### src/rtl/spi_dbuf_pkg.sv
package spi_dbuf_pkg;

  localparam int STAT_RXF_BIT = 7;
  localparam int STAT_TXE_BIT = 5;

  // outcome of one cycle of receive-side bookkeeping
  typedef struct packed {
    logic full;
    logic pend;
    logic promote;
    logic clear;
    logic drop;
    logic park;
    logic load;
  } rx_step_t;

  // order inside a cycle: service, then transfer start, then completion
  function automatic rx_step_t rx_next(input logic full, input logic pend,
                                       input logic svc, input logic start,
                                       input logic done);
    rx_step_t s;
    logic full_a;
    logic pend_a;
    s      = '0;
    full_a = full;
    pend_a = pend;
    if (svc && full) begin
      if (pend) begin
        s.promote = 1'b1;
        pend_a    = 1'b0;
      end else begin
        s.clear = 1'b1;
        full_a  = 1'b0;
      end
    end
    if (start && pend_a) begin
      s.drop = 1'b1;
      pend_a = 1'b0;
    end
    if (done) begin
      if (full_a) begin
        s.park = 1'b1;
        pend_a = 1'b1;
      end else begin
        s.load = 1'b1;
        full_a = 1'b1;
      end
    end
    s.full = full_a;
    s.pend = pend_a;
    return s;
  endfunction

  function automatic logic [7:0] status_byte(input logic full, input logic txe);
    logic [7:0] b;
    b               = '0;
    b[STAT_RXF_BIT] = full;
    b[STAT_TXE_BIT] = txe;
    return b;
  endfunction

endpackage

### src/rtl/spi_dbuf_decode.sv
module spi_dbuf_decode #(
  parameter int ADDR_W   = 3,
  parameter int NBYTES   = 2,
  parameter int STAT_OFS = 3,
  parameter int DATA_OFS = 4
) (
  input  logic              bus_sel,
  input  logic              bus_wr,
  input  logic [ADDR_W-1:0] bus_addr,
  output logic              stat_rd,
  output logic [NBYTES-1:0] byte_rd,
  output logic [NBYTES-1:0] byte_wr
);

  localparam logic [ADDR_W-1:0] STAT_A = ADDR_W'(STAT_OFS);

  assign stat_rd = bus_sel && !bus_wr && (bus_addr == STAT_A);

  // offset DATA_OFS+i selects byte lane NBYTES-1-i (most significant first)
  for (genvar i = 0; i < NBYTES; i++) begin : g_lane
    localparam logic [ADDR_W-1:0] LANE_A = ADDR_W'(DATA_OFS + i);
    assign byte_rd[i] = bus_sel && !bus_wr && (bus_addr == LANE_A);
    assign byte_wr[i] = bus_sel &&  bus_wr && (bus_addr == LANE_A);
  end

endmodule

### src/rtl/spi_dbuf_tx.sv
module spi_dbuf_tx #(
  parameter int DATA_W = 16,
  parameter int BYTE_W = 8
) (
  input  logic                     clk,
  input  logic                     rst_n,
  input  logic [DATA_W/BYTE_W-1:0] byte_wr,
  input  logic [BYTE_W-1:0]        wdata,
  input  logic                     start,
  output logic [DATA_W-1:0]        tx_word,
  output logic                     tx_empty
);

  localparam int NBYTES = DATA_W / BYTE_W;

  logic [DATA_W-1:0] hold_q;
  logic              empty_q;

  always_ff @(posedge clk or negedge rst_n) begin
    if (!rst_n) begin
      hold_q <= '0;
    end else begin
      for (int i = 0; i < NBYTES; i++) begin
        if (byte_wr[i]) hold_q[(NBYTES-1-i)*BYTE_W +: BYTE_W] <= wdata;
      end
    end
  end

  // a write in the same cycle as a start queues a fresh word
  always_ff @(posedge clk or negedge rst_n) begin
    if (!rst_n)          empty_q <= 1'b1;
    else if (|byte_wr)   empty_q <= 1'b0;
    else if (start)      empty_q <= 1'b1;
  end

  assign tx_word  = hold_q;
  assign tx_empty = empty_q;

endmodule

### src/rtl/spi_dbuf_rx.sv
module spi_dbuf_rx
  import spi_dbuf_pkg::*;
#(
  parameter int DATA_W = 16
) (
  input  logic              clk,
  input  logic              rst_n,
  input  logic              stat_rd,
  input  logic              data_rd,
  input  logic              start,
  input  logic              done,
  input  logic [DATA_W-1:0] rx_in,
  output logic [DATA_W-1:0] rx_data,
  output logic [DATA_W-1:0] pend_word,
  output logic              rx_full,
  output logic              pending,
  output logic              svc_evt,
  output logic              promote_evt,
  output logic              drop_evt,
  output logic              park_evt,
  output logic              load_evt
);

  logic              full_q;
  logic              pend_q;
  logic              armed_q;
  logic [DATA_W-1:0] data_q;
  logic [DATA_W-1:0] pword_q;
  rx_step_t          step;

  assign svc_evt = armed_q && data_rd;
  assign step    = rx_next(full_q, pend_q, svc_evt, start, done);

  always_ff @(posedge clk or negedge rst_n) begin
    if (!rst_n) begin
      full_q  <= 1'b0;
      pend_q  <= 1'b0;
      armed_q <= 1'b0;
      data_q  <= '0;
      pword_q <= '0;
    end else begin
      full_q <= step.full;
      pend_q <= step.pend;
      if (svc_evt)                armed_q <= 1'b0;
      else if (stat_rd && full_q) armed_q <= 1'b1;
      if (step.promote)   data_q <= pword_q;
      else if (step.load) data_q <= rx_in;
      if (step.park)      pword_q <= rx_in;
    end
  end

  assign rx_data     = data_q;
  assign pend_word   = pword_q;
  assign rx_full     = full_q;
  assign pending     = pend_q;
  assign promote_evt = step.promote;
  assign drop_evt    = step.drop;
  assign park_evt    = step.park;
  assign load_evt    = step.load;

endmodule

### src/rtl/spi_xfer_buffer.sv
module spi_xfer_buffer
  import spi_dbuf_pkg::*;
#(
  parameter int DATA_W   = 16,
  parameter int BYTE_W   = 8,
  parameter int ADDR_W   = 3,
  parameter int STAT_OFS = 3,
  parameter int DATA_OFS = 4
) (
  input  logic              clk,
  input  logic              rst_n,
  input  logic              bus_sel,
  input  logic              bus_wr,
  input  logic [ADDR_W-1:0] bus_addr,
  input  logic [BYTE_W-1:0] bus_wdata,
  output logic [BYTE_W-1:0] bus_rdata,
  input  logic              eng_start,
  input  logic              eng_done,
  input  logic [DATA_W-1:0] eng_rx_word,
  output logic [DATA_W-1:0] eng_tx_word,
  output logic              rx_full,
  output logic              tx_empty
);

  localparam int NBYTES = DATA_W / BYTE_W;

  logic              stat_rd;
  logic [NBYTES-1:0] byte_rd;
  logic [NBYTES-1:0] byte_wr;
  logic              data_rd;
  logic              data_wr;
  logic [DATA_W-1:0] rx_data;
  logic [DATA_W-1:0] pend_word;
  logic              pending;
  logic              svc_evt;
  logic              promote_evt;
  logic              drop_evt;
  logic              park_evt;
  logic              load_evt;

  spi_dbuf_decode #(
    .ADDR_W(ADDR_W), .NBYTES(NBYTES), .STAT_OFS(STAT_OFS), .DATA_OFS(DATA_OFS)
  ) u_dec (
    .bus_sel (bus_sel),
    .bus_wr  (bus_wr),
    .bus_addr(bus_addr),
    .stat_rd (stat_rd),
    .byte_rd (byte_rd),
    .byte_wr (byte_wr)
  );

  assign data_rd = |byte_rd;
  assign data_wr = |byte_wr;

  spi_dbuf_tx #(.DATA_W(DATA_W), .BYTE_W(BYTE_W)) u_tx (
    .clk     (clk),
    .rst_n   (rst_n),
    .byte_wr (byte_wr),
    .wdata   (bus_wdata),
    .start   (eng_start),
    .tx_word (eng_tx_word),
    .tx_empty(tx_empty)
  );

  spi_dbuf_rx #(.DATA_W(DATA_W)) u_rx (
    .clk        (clk),
    .rst_n      (rst_n),
    .stat_rd    (stat_rd),
    .data_rd    (data_rd),
    .start      (eng_start),
    .done       (eng_done),
    .rx_in      (eng_rx_word),
    .rx_data    (rx_data),
    .pend_word  (pend_word),
    .rx_full    (rx_full),
    .pending    (pending),
    .svc_evt    (svc_evt),
    .promote_evt(promote_evt),
    .drop_evt   (drop_evt),
    .park_evt   (park_evt),
    .load_evt   (load_evt)
  );

  always_comb begin
    bus_rdata = '0;
    if (stat_rd) bus_rdata = BYTE_W'(status_byte(rx_full, tx_empty));
    for (int i = 0; i < NBYTES; i++) begin
      if (byte_rd[i]) bus_rdata = rx_data[(NBYTES-1-i)*BYTE_W +: BYTE_W];
    end
  end

endmodule

### config.mk
export PLATFORM = sky130hd
export DESIGN_NAME = spi_xfer_buffer
export DESIGN_NICKNAME = d
export VERILOG_FILES = /design/src/rtl/spi_dbuf_pkg.sv /design/src/rtl/spi_dbuf_decode.sv /design/src/rtl/spi_dbuf_tx.sv /design/src/rtl/spi_dbuf_rx.sv /design/src/rtl/spi_xfer_buffer.sv
export SDC_FILE = /design/constraint.sdc
export NUM_CORES = 1
export LEC_CHECK = 0
export BUFFER_PORTS_ARGS = -buffer_cell sky130_fd_sc_hd__buf_2
export CORE_MARGIN = 8
export CORE_UTILIZATION = 44
export DETAILED_ROUTE_END_ITERATION = 16
export PLACE_DENSITY = 0.68
export SLEW_MARGIN = 20
export SYNTH_ARGS = -nofsm -noshare
export SYNTH_HDL_FRONTEND = slang
export SYNTH_SLANG_ARGS = --single-unit
### constraint.sdc
create_clock -name clk -period 2.7 [get_ports clk]
set_clock_uncertainty 0.1 [all_clocks]
set_input_delay 0.27 -clock clk [delete_from_list [all_inputs] [get_ports clk]]
set_output_delay 0.27 -clock clk [all_outputs]
set_load 0.03 [all_outputs]
Word-level counts from Yosys, hierarchy flattened:

Cells that the tools add are included.

* eq/ne operators: 3
* mux-type cells: 22
* reductions and logical operators: 17

Operator list (count)
* 16-bit 2-to-1 mux: 2
* 8-bit 2-to-1 mux: 3
* 1-bit 2-to-1 mux: 15
* 1-bit logical AND: 11
* 3-bit == test, second input constant: 2
* 2-bit nonzero test: 3
* 2-bit 2-to-1 mux: 2
* 2-bit OR reduction: 2
* 3-bit by 2-bit == test with 1-bit output, second input constant: 1
* 1-bit logical NOT: 1

* register bits after elaboration: 52
* input bits: 33
* output and inout port bits: 26
* logic and storage cells: 50

Longest topological paths before layout:

Gate-level depths: netlist (run 1).

* depth in word-level cells: 11
* mapped depth: 6
* gate-level depth less buffers: 4

Modules after synthesis:

Synthesis (run 1) repeated with hierarchy kept, for this count alone.

* cell total of the unflattened synthesis: 170
* area total of the unflattened synthesis: 2537.4 µm²

By module, submodules not included
* spi_dbuf_rx: instances 1, cells an instance 104, area each 1654.1 µm², sequential area each 875.8 µm²
* spi_dbuf_tx: instances 1, cells an instance 37, area each 698.2 µm², sequential area each 426.7 µm²
* spi_xfer_buffer: instances 1, cells an instance 19, area each 135.1 µm², sequential area each 0.0 µm²
* spi_dbuf_decode: instances 1, cells an instance 10, area each 50.0 µm², sequential area each 0.0 µm²

Worst setup path after synthesis (run 1):

Ideal clock, no wire load.

* path kind: reg2reg
* start: register u_rx.full_q (netlist: u_rx.rx_full)
* end: register u_rx.data_q[10] (netlist: u_rx.rx_data[10])
* setup time: 0.125 ns
* arrival time: 1.775 ns
* data required time: 2.475 ns
* setup slack: 0.700 ns
* stages on the path, launching flop included: 7
* path buffers: 2
* clock period less this slack: 2.000 ns
* path through: dfrtp_1 -> clkbuf_2 -> nand3_1 -> nor2_4 -> buf_6 -> mux2_2 -> mux2_4

* cells in the longest elaborated chain, start to end: 5
* elaborated cells between the ends (all ways): 8
* those cells by class: 6 x mux; 2 x reduce/logical

Ends and longest elaborated chain
* start, declared: line spi_dbuf_rx.sv:24 `logic full_q;`
* start signal, assigned: line spi_dbuf_rx.sv:42 `full_q <= step.full;`
* 1-bit 2-to-1 mux / 1-bit logical AND (equally long branches): line spi_dbuf_pkg.sv:28, spi_dbuf_pkg.sv:27
* 1-bit 2-to-1 mux: line spi_dbuf_pkg.sv:27 `if (svc && full) begin`
* 1-bit 2-to-1 mux: line spi_dbuf_pkg.sv:41 `if (full_a) begin`
* 2-bit 2-to-1 mux: line spi_dbuf_pkg.sv:40 `if (done) begin`
* 2-bit nonzero test (no source line)
* end signal, assigned: line spi_dbuf_rx.sv:46 `if (step.promote) data_q <= pword_q;`
* end signal, assigned: line spi_dbuf_rx.sv:47 `else if (step.load) data_q <= rx_in;`
* end, declared: line spi_dbuf_rx.sv:27 `logic [DATA_W-1:0] data_q;`

Parallel ways exist; a longest one is shown, timed or not.
A chain may end at the register's enable or synchronous reset.

Final worst setup path (run 1):

* start: register u_rx.full_q (netlist: u_rx.rx_full)
* end: register u_rx.data_q[12] (netlist: u_rx.rx_data[12])

The elaborated chain is that of the path after synthesis.

==> results of run 1 <==
==> flip-flops by register name, indices dropped and copies added, names as in the netlist <==
register and count:
u_rx.rx_data 16, u_rx.pend_word 16, u_rx.pending 1, u_tx.tx_word 16, u_rx.armed_q 1, u_tx.tx_empty 1, u_rx.rx_full 1
==> per-stage QoR <==
step	power, uW	instances	utilization (%)
after global routing	2140	302	52.9
after floorplan	1460	167	-
final	2040	302	52.9
after detailed placement	1640	294	51.2
after global placement	1620	294	51.2
after CTS	2060	302	52.9
==> final timing paths <==
| check | from | endpoint | slack [ps] |
|---|---|---|---|
| min in group asynchronous | rst_n | u_rx.rx_data[8]$_DFFE_PN0P_ | 360 |
| max in group asynchronous | rst_n | u_tx.tx_empty$_DFFE_PN1P_ | 1490 |
| min | eng_done | u_rx.rx_full$_DFF_PN0_ | 80 |
| max | u_rx.rx_full$_DFF_PN0_ | u_rx.rx_data[12]$_DFFE_PN0P_ | 670 |
| max reg2reg | u_rx.rx_full$_DFF_PN0_ | u_rx.rx_data[12]$_DFFE_PN0P_ | 670 |
| min reg2reg | u_rx.pend_word[3]$_DFFE_PN0P_ | u_rx.pend_word[3]$_DFFE_PN0P_ | 400 |
==> layout make-up <==
class                   count  area (um^2)
repair buffers             62          323
clock inverters             1         5.00
multi-input cells         106         1050
well taps                  72         90.1
flip-flops and latches     52         1300
fillers                   499         2550
clock buffers               6         72.6
inverters                   3         11.3
==> cell usage in the layout, fill, tap and decap left out, drive strengths merged <==
master / n
mux2: 62
buf: 61
dfrtp: 51
nor2: 13
mux2i: 9
clkbuf: 6
nand2: 5
o21ai: 4
inv: 3
a21oi: 3
nand4b: 2
nand3: 2
a31oi: 2
nand4bb: 1
and4bb: 1
a22o: 1
a21o: 1
clkinv: 1
dlygate4sd3: 1
dfstp: 1
==> cells by family after synthesis <==
| logic type | Yosys count | synth area share (%) |
|---|---|---|
| AOI/OAI and AO/OA | 11 | 3.76 |
| and+or+nand+nor | 24 | 5.77 |
| buffers and inverters | 9 | 2.94 |
| muxes | 71 | 33.9 |
| DFF | 52 | 53.7 |
==> layer usage <==
metal / global-route usage (%) / share of wire, % / vias to the layer above / routed length, um
met3: 3.41 / 2.5 / 6 / 122
met1: 14.2 / 46 / 732 / 2210
met2: 20.2 / 50 / 23 / 2390
met4: 4.99 / 1.6 / 0 / 77
met5: 0 / 0 / - / 0
li1: - / - / 723 / -
==> power by group <==
group / internal (uW) / switching [uW] / leakage (uW) / total [uW]
sequential: 968 / 105 / 0.000616 / 1070
clock: 177 / 239 / 0.0000410 / 415
combinational: 271 / 275 / 0.000673 / 547
==> timing repair <==
action                                 in CTS  in global routing
hold buffers                                1                  0
resized for setup                           0                  0
setup endpoints to repair                   0                  0
endpoints found under the hold margin      20                  0
==> key figures, run 1 <==
Synthesis
  • Mapped Cells: 167
  • Most common cell in the netlist: mux2_2
  • Number of synthesized flops with an enable pin: 0
  • Sequential share of the synthesized area: 53.7%
  • Post-synth cell types: 28
  • Largest cells by area after synthesis: dfrtp_1 (53%), mux2_2 (24%), mux2_4 (5.6%)
  • Async SR Flop Fraction: 100%
  • Yosys top cell area share: 52.6%
  • Syn_nets: 200
  • YS warnings: 0
  • Yosys top cell by area: dfrtp_1
  • Synth Flop Type: dfrtp_1
  • Syn Std Cell Area: 0.00243 mm^2
  • Syn Area/Cell: 14.5 um^2
  • Yosys reg bits: 52
  • Synth cell count leaders: mux2_2 (52), dfrtp_1 (51), nor2_1 (11)

Cells and area
  • Final instance area: 0.00286 mm^2
  • N_diodes: 0
  • Final #Nets: 263
  • P&R area growth vs syn: 17.7%
  • Layout cells sized above 1: 59.1%

Setup path
  • CP max stage cell: dfrtp_1
  • Worst setup EP type: flip-flop
  • CP max FO: 16
  • Data required, critical path: 2780 ps
  • Crit path depth: 4
  • Critical path class: reg2reg
  • Cells on worst reg2reg path: 4
  • CP top delay family: multiplexers
  • Startpoint types: flip-flop
  • Cells along the critical path: nand3_1 -> nor2_4 -> mux2_2 -> mux2_4
  • Critical Path AT: 2120 ps
  • Worst Path Buf+Inv: 0
  • Worst path max stage delay: 520 ps

Placed design
  • Pre-CTS setup slack: 641 ps
  • Placed cell area: 0.00277 mm^2
  • Post-detail-place hpwl: 3.65 mm
  • Port bufs: 58
  • GP Congestion: 0.790

Routing
  • Final wirelength: 4.80 mm
  • Vias post-DR: 1484
  • Post-DR wirelength/cell: 15.9 um
  • Residual DRC: 0
  • Vias per inst: 4.91
  • Initial DRC count: 51
  • Post-route ant nets: 0
  • DR pass1 iterations: 3

Global routing
  • Global route total overflow: 0
  • All-layer global routing usage: 12.1%
  • Vias in the first global route: 1614
  • Largest net degree at the start of global routing: 23
  • Initial antenna violation count: 0
  • First-pass GRT wire length: 7.96 mm

Timing
  • Max Fclk: 492 MHz
  • Hold Fails Final Rpt: 0
  • Setup TNS: 0 ps
  • Slew Limit Fails: 0
  • Hold WS: 78.8 ps
  • Setup violations, final: 0
  • RSZ-0062 raised after global routing: false
  • Slew @ Worst Pin: 666 ps
  • Final min period: 2030 ps
  • Period utilization: 75.2%
  • Slew margin rel.: 55.5%
  • Worst setup margin: 669 ps

Power and ir drop
  • Max VDD drop: 425 uV
  • Leakage: 0.00133 uW
  • Cell Pwr Density: 712 mW/mm^2

Status
  • Run status: complete, no violations

Clock network
  • TritonCTS buffer count: 5
  • Post-CTS setup buffers: 0
  • CTS H-tree lvls: 2
  • CTS clock-pin slew for the worst setup and hold paths: 90 ps
  • Clock Latency Late Sink: 300 ps
  • CTS tree: yes
  • Root buffer cell: clkbuf_8
  • Clock Sinks: 52
  • Max clock buf depth: 2

Floorplan
  • Row count: 27
  • Core area: 0.00541 mm^2
  • DIE AREA: 0.00815 mm^2
  • IO Count: 59
  • Starting density of the core: 44.9%
  • Die Ht: 90.3 um
  • DIE WIDTH: 90.3 um

Worst hold path
  • Worst hold path class: in2reg
  • Hold Crit Depth: 2

Job
  • Max Cap Viol: 0
Power figures use the tool's default switching activity.
==> inputs of run 2 (changes only) <==
- ABC_AREA: default -> 1
- PLACE_DENSITY: 0.68 -> 0.7
- clock period: 2.7 -> 1.66 ns (I/O delays scaled with it)
==> run 2 against run 1 <==
Worst setup slack got worse by 600 ps. Die area is 3.7% higher. Sequential power increased by 61%. Worst hold slack worse by 55 ps. Cell count increased by 50%. Largest power group unchanged. Clock power is 130% higher. Register-to-register slack got worse by 470 ps. Count of clock-buffer cells in the layout up 1. Routed wire length grew 32%. Area after synthesis is 4.5% higher.
==> key figures, run 2 <==
Timing
  • Slew Limit Fails: 0 (unchanged)
  • RSZ-0062 raised after global routing: false (unchanged)
  • Setup TNS: 0 ps (unchanged)
  • Period utilization: 95.6%
  • Final min period: 1590 ps
  • Slew margin rel.: 69.8% (was 55.5%)
  • Max Fclk: 630 MHz
  • Slew @ Worst Pin: 452 ps (was 666 ps)
  • Setup violations, final: 0 (unchanged)
  • Hold Fails Final Rpt: 0 (unchanged)

Synthesis
  • Syn Area/Cell: 8.32 um^2 (was 14.5 um^2)
  • YS warnings: 0 (unchanged)
  • Number of synthesized flops with an enable pin: 0 (unchanged)
  • Yosys top cell by area: dfrtp_1 (unchanged)
  • Post-synth cell types: 24 (was 28)
  • Synth Flop Type: dfrtp_1 (unchanged)
  • Yosys reg bits: 52 (unchanged)
  • Yosys top cell area share: 50.3% (was 52.6%)
  • Largest cells by area after synthesis: dfrtp_1 (50%), nand2_1 (18%), o21ai_0 (6.1%) (was dfrtp_1 (53%), mux2_2 (24%), mux2_4 (5.6%))
  • Synth cell count leaders: nand2_1 (123), dfrtp_1 (51), o21ai_0 (31) (was mux2_2 (52), dfrtp_1 (51), nor2_1 (11))
  • Sequential share of the synthesized area: 51.4% (was 53.7%)
  • Async SR Flop Fraction: 100% (unchanged)
  • Syn Std Cell Area: 0.00254 mm^2 (was 0.00243 mm^2)
  • Mapped Cells: 305 (was 167)
  • Most common cell in the netlist: nand2_1 (was mux2_2)
  • Syn_nets: 338 (was 200)

Placed design
  • Placed cell area: 0.00289 mm^2 (was 0.00277 mm^2)
  • Port bufs: 58 (unchanged)
  • GP Congestion: 0.799 (was 0.790)
  • Post-detail-place hpwl: 4.57 mm (was 3.65 mm)

Global routing
  • GR Util met2: 25.3% (was 20.2%)
  • All-layer global routing usage: 15.5% (was 12.1%)
  • Global route total overflow: 0 (unchanged)
  • First-pass GRT wire length: 10.9 mm (was 7.96 mm)
  • Initial antenna violation count: 0 (unchanged)
  • Largest net degree at the start of global routing: 36 (was 23)
  • Vias in the first global route: 2340 (was 1614)
  • GR Layer Usage met1: 19.5% (was 14.2%)
  • Most Crowded Layer GR: met2 (unchanged)
  • Met3 Use GR: 3.18% (was 3.41%)

Routing
  • Final wirelength: 6.35 mm (was 4.80 mm)
  • Residual DRC: 0 (unchanged)
  • Initial DRC count: 132 (was 51)
  • Vias per inst: 4.98 (was 4.91)
  • Vias post-DR: 2258 (was 1484)
  • Post-DR wirelength/cell: 14.0 um (was 15.9 um)
  • DR pass1 iterations: 4 (was 3)
  • Post-route ant nets: 0 (unchanged)

Clock network
  • Clock Sinks: 52 (unchanged)
  • Clock Latency Late Sink: 300 ps (about the same)
  • TritonCTS buffer count: 5 (unchanged)
  • CTS tree: yes (unchanged)
  • CTS clock-pin slew for the worst setup and hold paths: 90 ps (about the same)
  • Post_cts resized: 0 (unchanged)
  • Root buffer cell: clkbuf_8 (unchanged)
  • CTS H-tree lvls: 2 (unchanged)
  • Max clock buf depth: 2 (unchanged)

Setup path
  • Worst setup EP type: output pin (was flip-flop)
  • Data required, critical path: 1390 ps (was 2780 ps)
  • Cells along the critical path: buf_4 -> buf_2 (was nand3_1 -> nor2_4 -> mux2_2 -> mux2_4)
  • Cells on worst reg2reg path: 6 (was 4)
  • Worst Path Buf+Inv: 2 (was 0)
  • R2r setup slk: 200 ps (was 670 ps)
  • CP max FO: 18 (was 16)
  • RR Endpoint: u_rx.rx_data[6]$_DFFE_PN0P_ (was u_rx.rx_data[12]$_DFFE_PN0P_)
  • CP max stage cell: dfrtp_1 (unchanged)
  • RR Startpoint: u_rx.armed_q$_DFFE_PN0P_ (was u_rx.rx_full$_DFF_PN0_)
  • CP top delay family: buffers and inverters (was multiplexers)
  • Critical Path AT: 1320 ps (was 2120 ps)
  • Worst path max stage delay: 480 ps (was 520 ps)
  • Critical path class: reg2out (was reg2reg)
  • Startpoint types: flip-flop (unchanged)

Cells and area
  • Commonest non-fill, non-tap cell in the layout: nand2_1 (was buf_2)
  • P&R area growth vs syn: 25.9% (was 17.7%)
  • Final #Nets: 413 (was 263)
  • Fillcell total: 519 (was 499)
  • Layout cells sized above 1: 22.8% (was 59.1%)
  • N_diodes: 0 (unchanged)
  • Final instance area: 0.00319 mm^2 (was 0.00286 mm^2)
  • Commonest non-fill, non-tap cells in the layout: nand2_1 (123), buf_2 (58), dfrtp_1 (51) (was buf_2 (58), mux2_2 (52), dfrtp_1 (51))

Floorplan
  • Die Ht: 91.9 um (was 90.3 um)
  • Starting density of the core: 45.8% (was 44.9%)
  • Row count: 27 (unchanged)
  • IO Count: 59 (unchanged)
  • DIE AREA: 0.00845 mm^2 (was 0.00815 mm^2)
  • Core area: 0.00554 mm^2 (was 0.00541 mm^2)
  • DIE WIDTH: 91.9 um (was 90.3 um)

Worst hold path
  • Hold worst-path end: u_tx.tx_word[12]$_DFFE_PN0P_ (was u_rx.rx_full$_DFF_PN0_)
  • Worst hold path class: in2reg (unchanged)
  • Hold Crit Depth: 3 (was 2)
  • Min-delay src: bus_wdata[4] (was eng_done)

Power and ir drop
  • Cell Pwr Density: 1080 mW/mm^2 (was 712 mW/mm^2)
  • Max VDD drop: 456 uV (was 425 uV)
  • Leakage: 0.00174 uW (was 0.00133 uW)

Status
  • Run status: complete, no violations (unchanged)

Job
  • Max Cap Viol: 0 (unchanged)
[run 2: metal layers]
| layer | wire length (um) | up-vias |
|---|---|---|
| li1 | - | 1143 |
| met5 | 0 | - |
| met4 | 71 | 0 |
| met3 | 390 | 5 |
| met1 | 2840 | 1048 |
| met2 | 3050 | 62 |
[run 2: final cells by class]
cell class / count / area [um^2] / area share (%)
clock buffers: 7 / 96.3 / 3.02
clock inverters: 1 / 30.0 / 0.940
inverters: 19 / 71.3 / 2.23
multi-input cells: 218 / 1050 / 32.8
flip-flops and latches: 52 / 1300 / 40.8
well taps: 72 / 90.1 / 2.82
repair buffers: 84 / 556 / 17.4
[run 2: metrics by stage]
step                worst slack (ps)  cells  util, %  total power [uW]  hold slack [ps]
floorplan                       46.3    305        -              2210             -230
global placement                 201    427     52.1              2480             24.1
detailed placement               171    427     52.1              2510             42.2
CTS                             67.5    453     57.7              3480             12.3
global route                    18.5    453     57.7              3620             30.6
finish                          72.9    453     57.7              3440             23.4
[run 2: cells by family (layout without fill, tap and decap cells)]
group                  count (synthesis)  after routing  share of synthesized area, %
AO/OA/AOI/OAI                         41             41                          9.03
buffers and inverters                 35            111                          7.30
flip-flops                            52             52                          51.4
AND/OR/NAND/NOR                      177            177                          32.3
[run 2: what timing repair did]
action | 4_1_cts | 5_1_grt
hold endpoints to repair | 34 | 0
hold buffers | 18 | 0
buffers inserted | 0 | 0
setup endpoints to repair | 0 | 0
[run 2: worst max path at each step]
stage	startpoint	to	slack, ps	cells past startpoint
floorplan	u_rx.rx_full$_DFF_PN0_	bus_rdata[7]	50	4
CTS	u_rx.rx_full$_DFF_PN0_	rx_full	70	2
finish	u_rx.rx_full$_DFF_PN0_	rx_full	70	2
global route	u_rx.rx_full$_DFF_PN0_	rx_full	20	2
global placement	bus_wr	bus_rdata[7]	200	7
detailed placement	bus_sel	u_rx.rx_data[6]$_DFFE_PN0P_	170	9
[run 2: worst register-to-register path: cells and delay by family, from the launching register on]
kind	cells	cell delay, ps
and+or+nand+nor	5	770
DFF	1	430
buffers and inverters	1	110
[run 2: power breakdown]
group / total (uW) / internal [uW] / switching [uW]
clock: 935 / 532 / 403
combinational: 790 / 288 / 501
sequential: 1720 / 1540 / 176
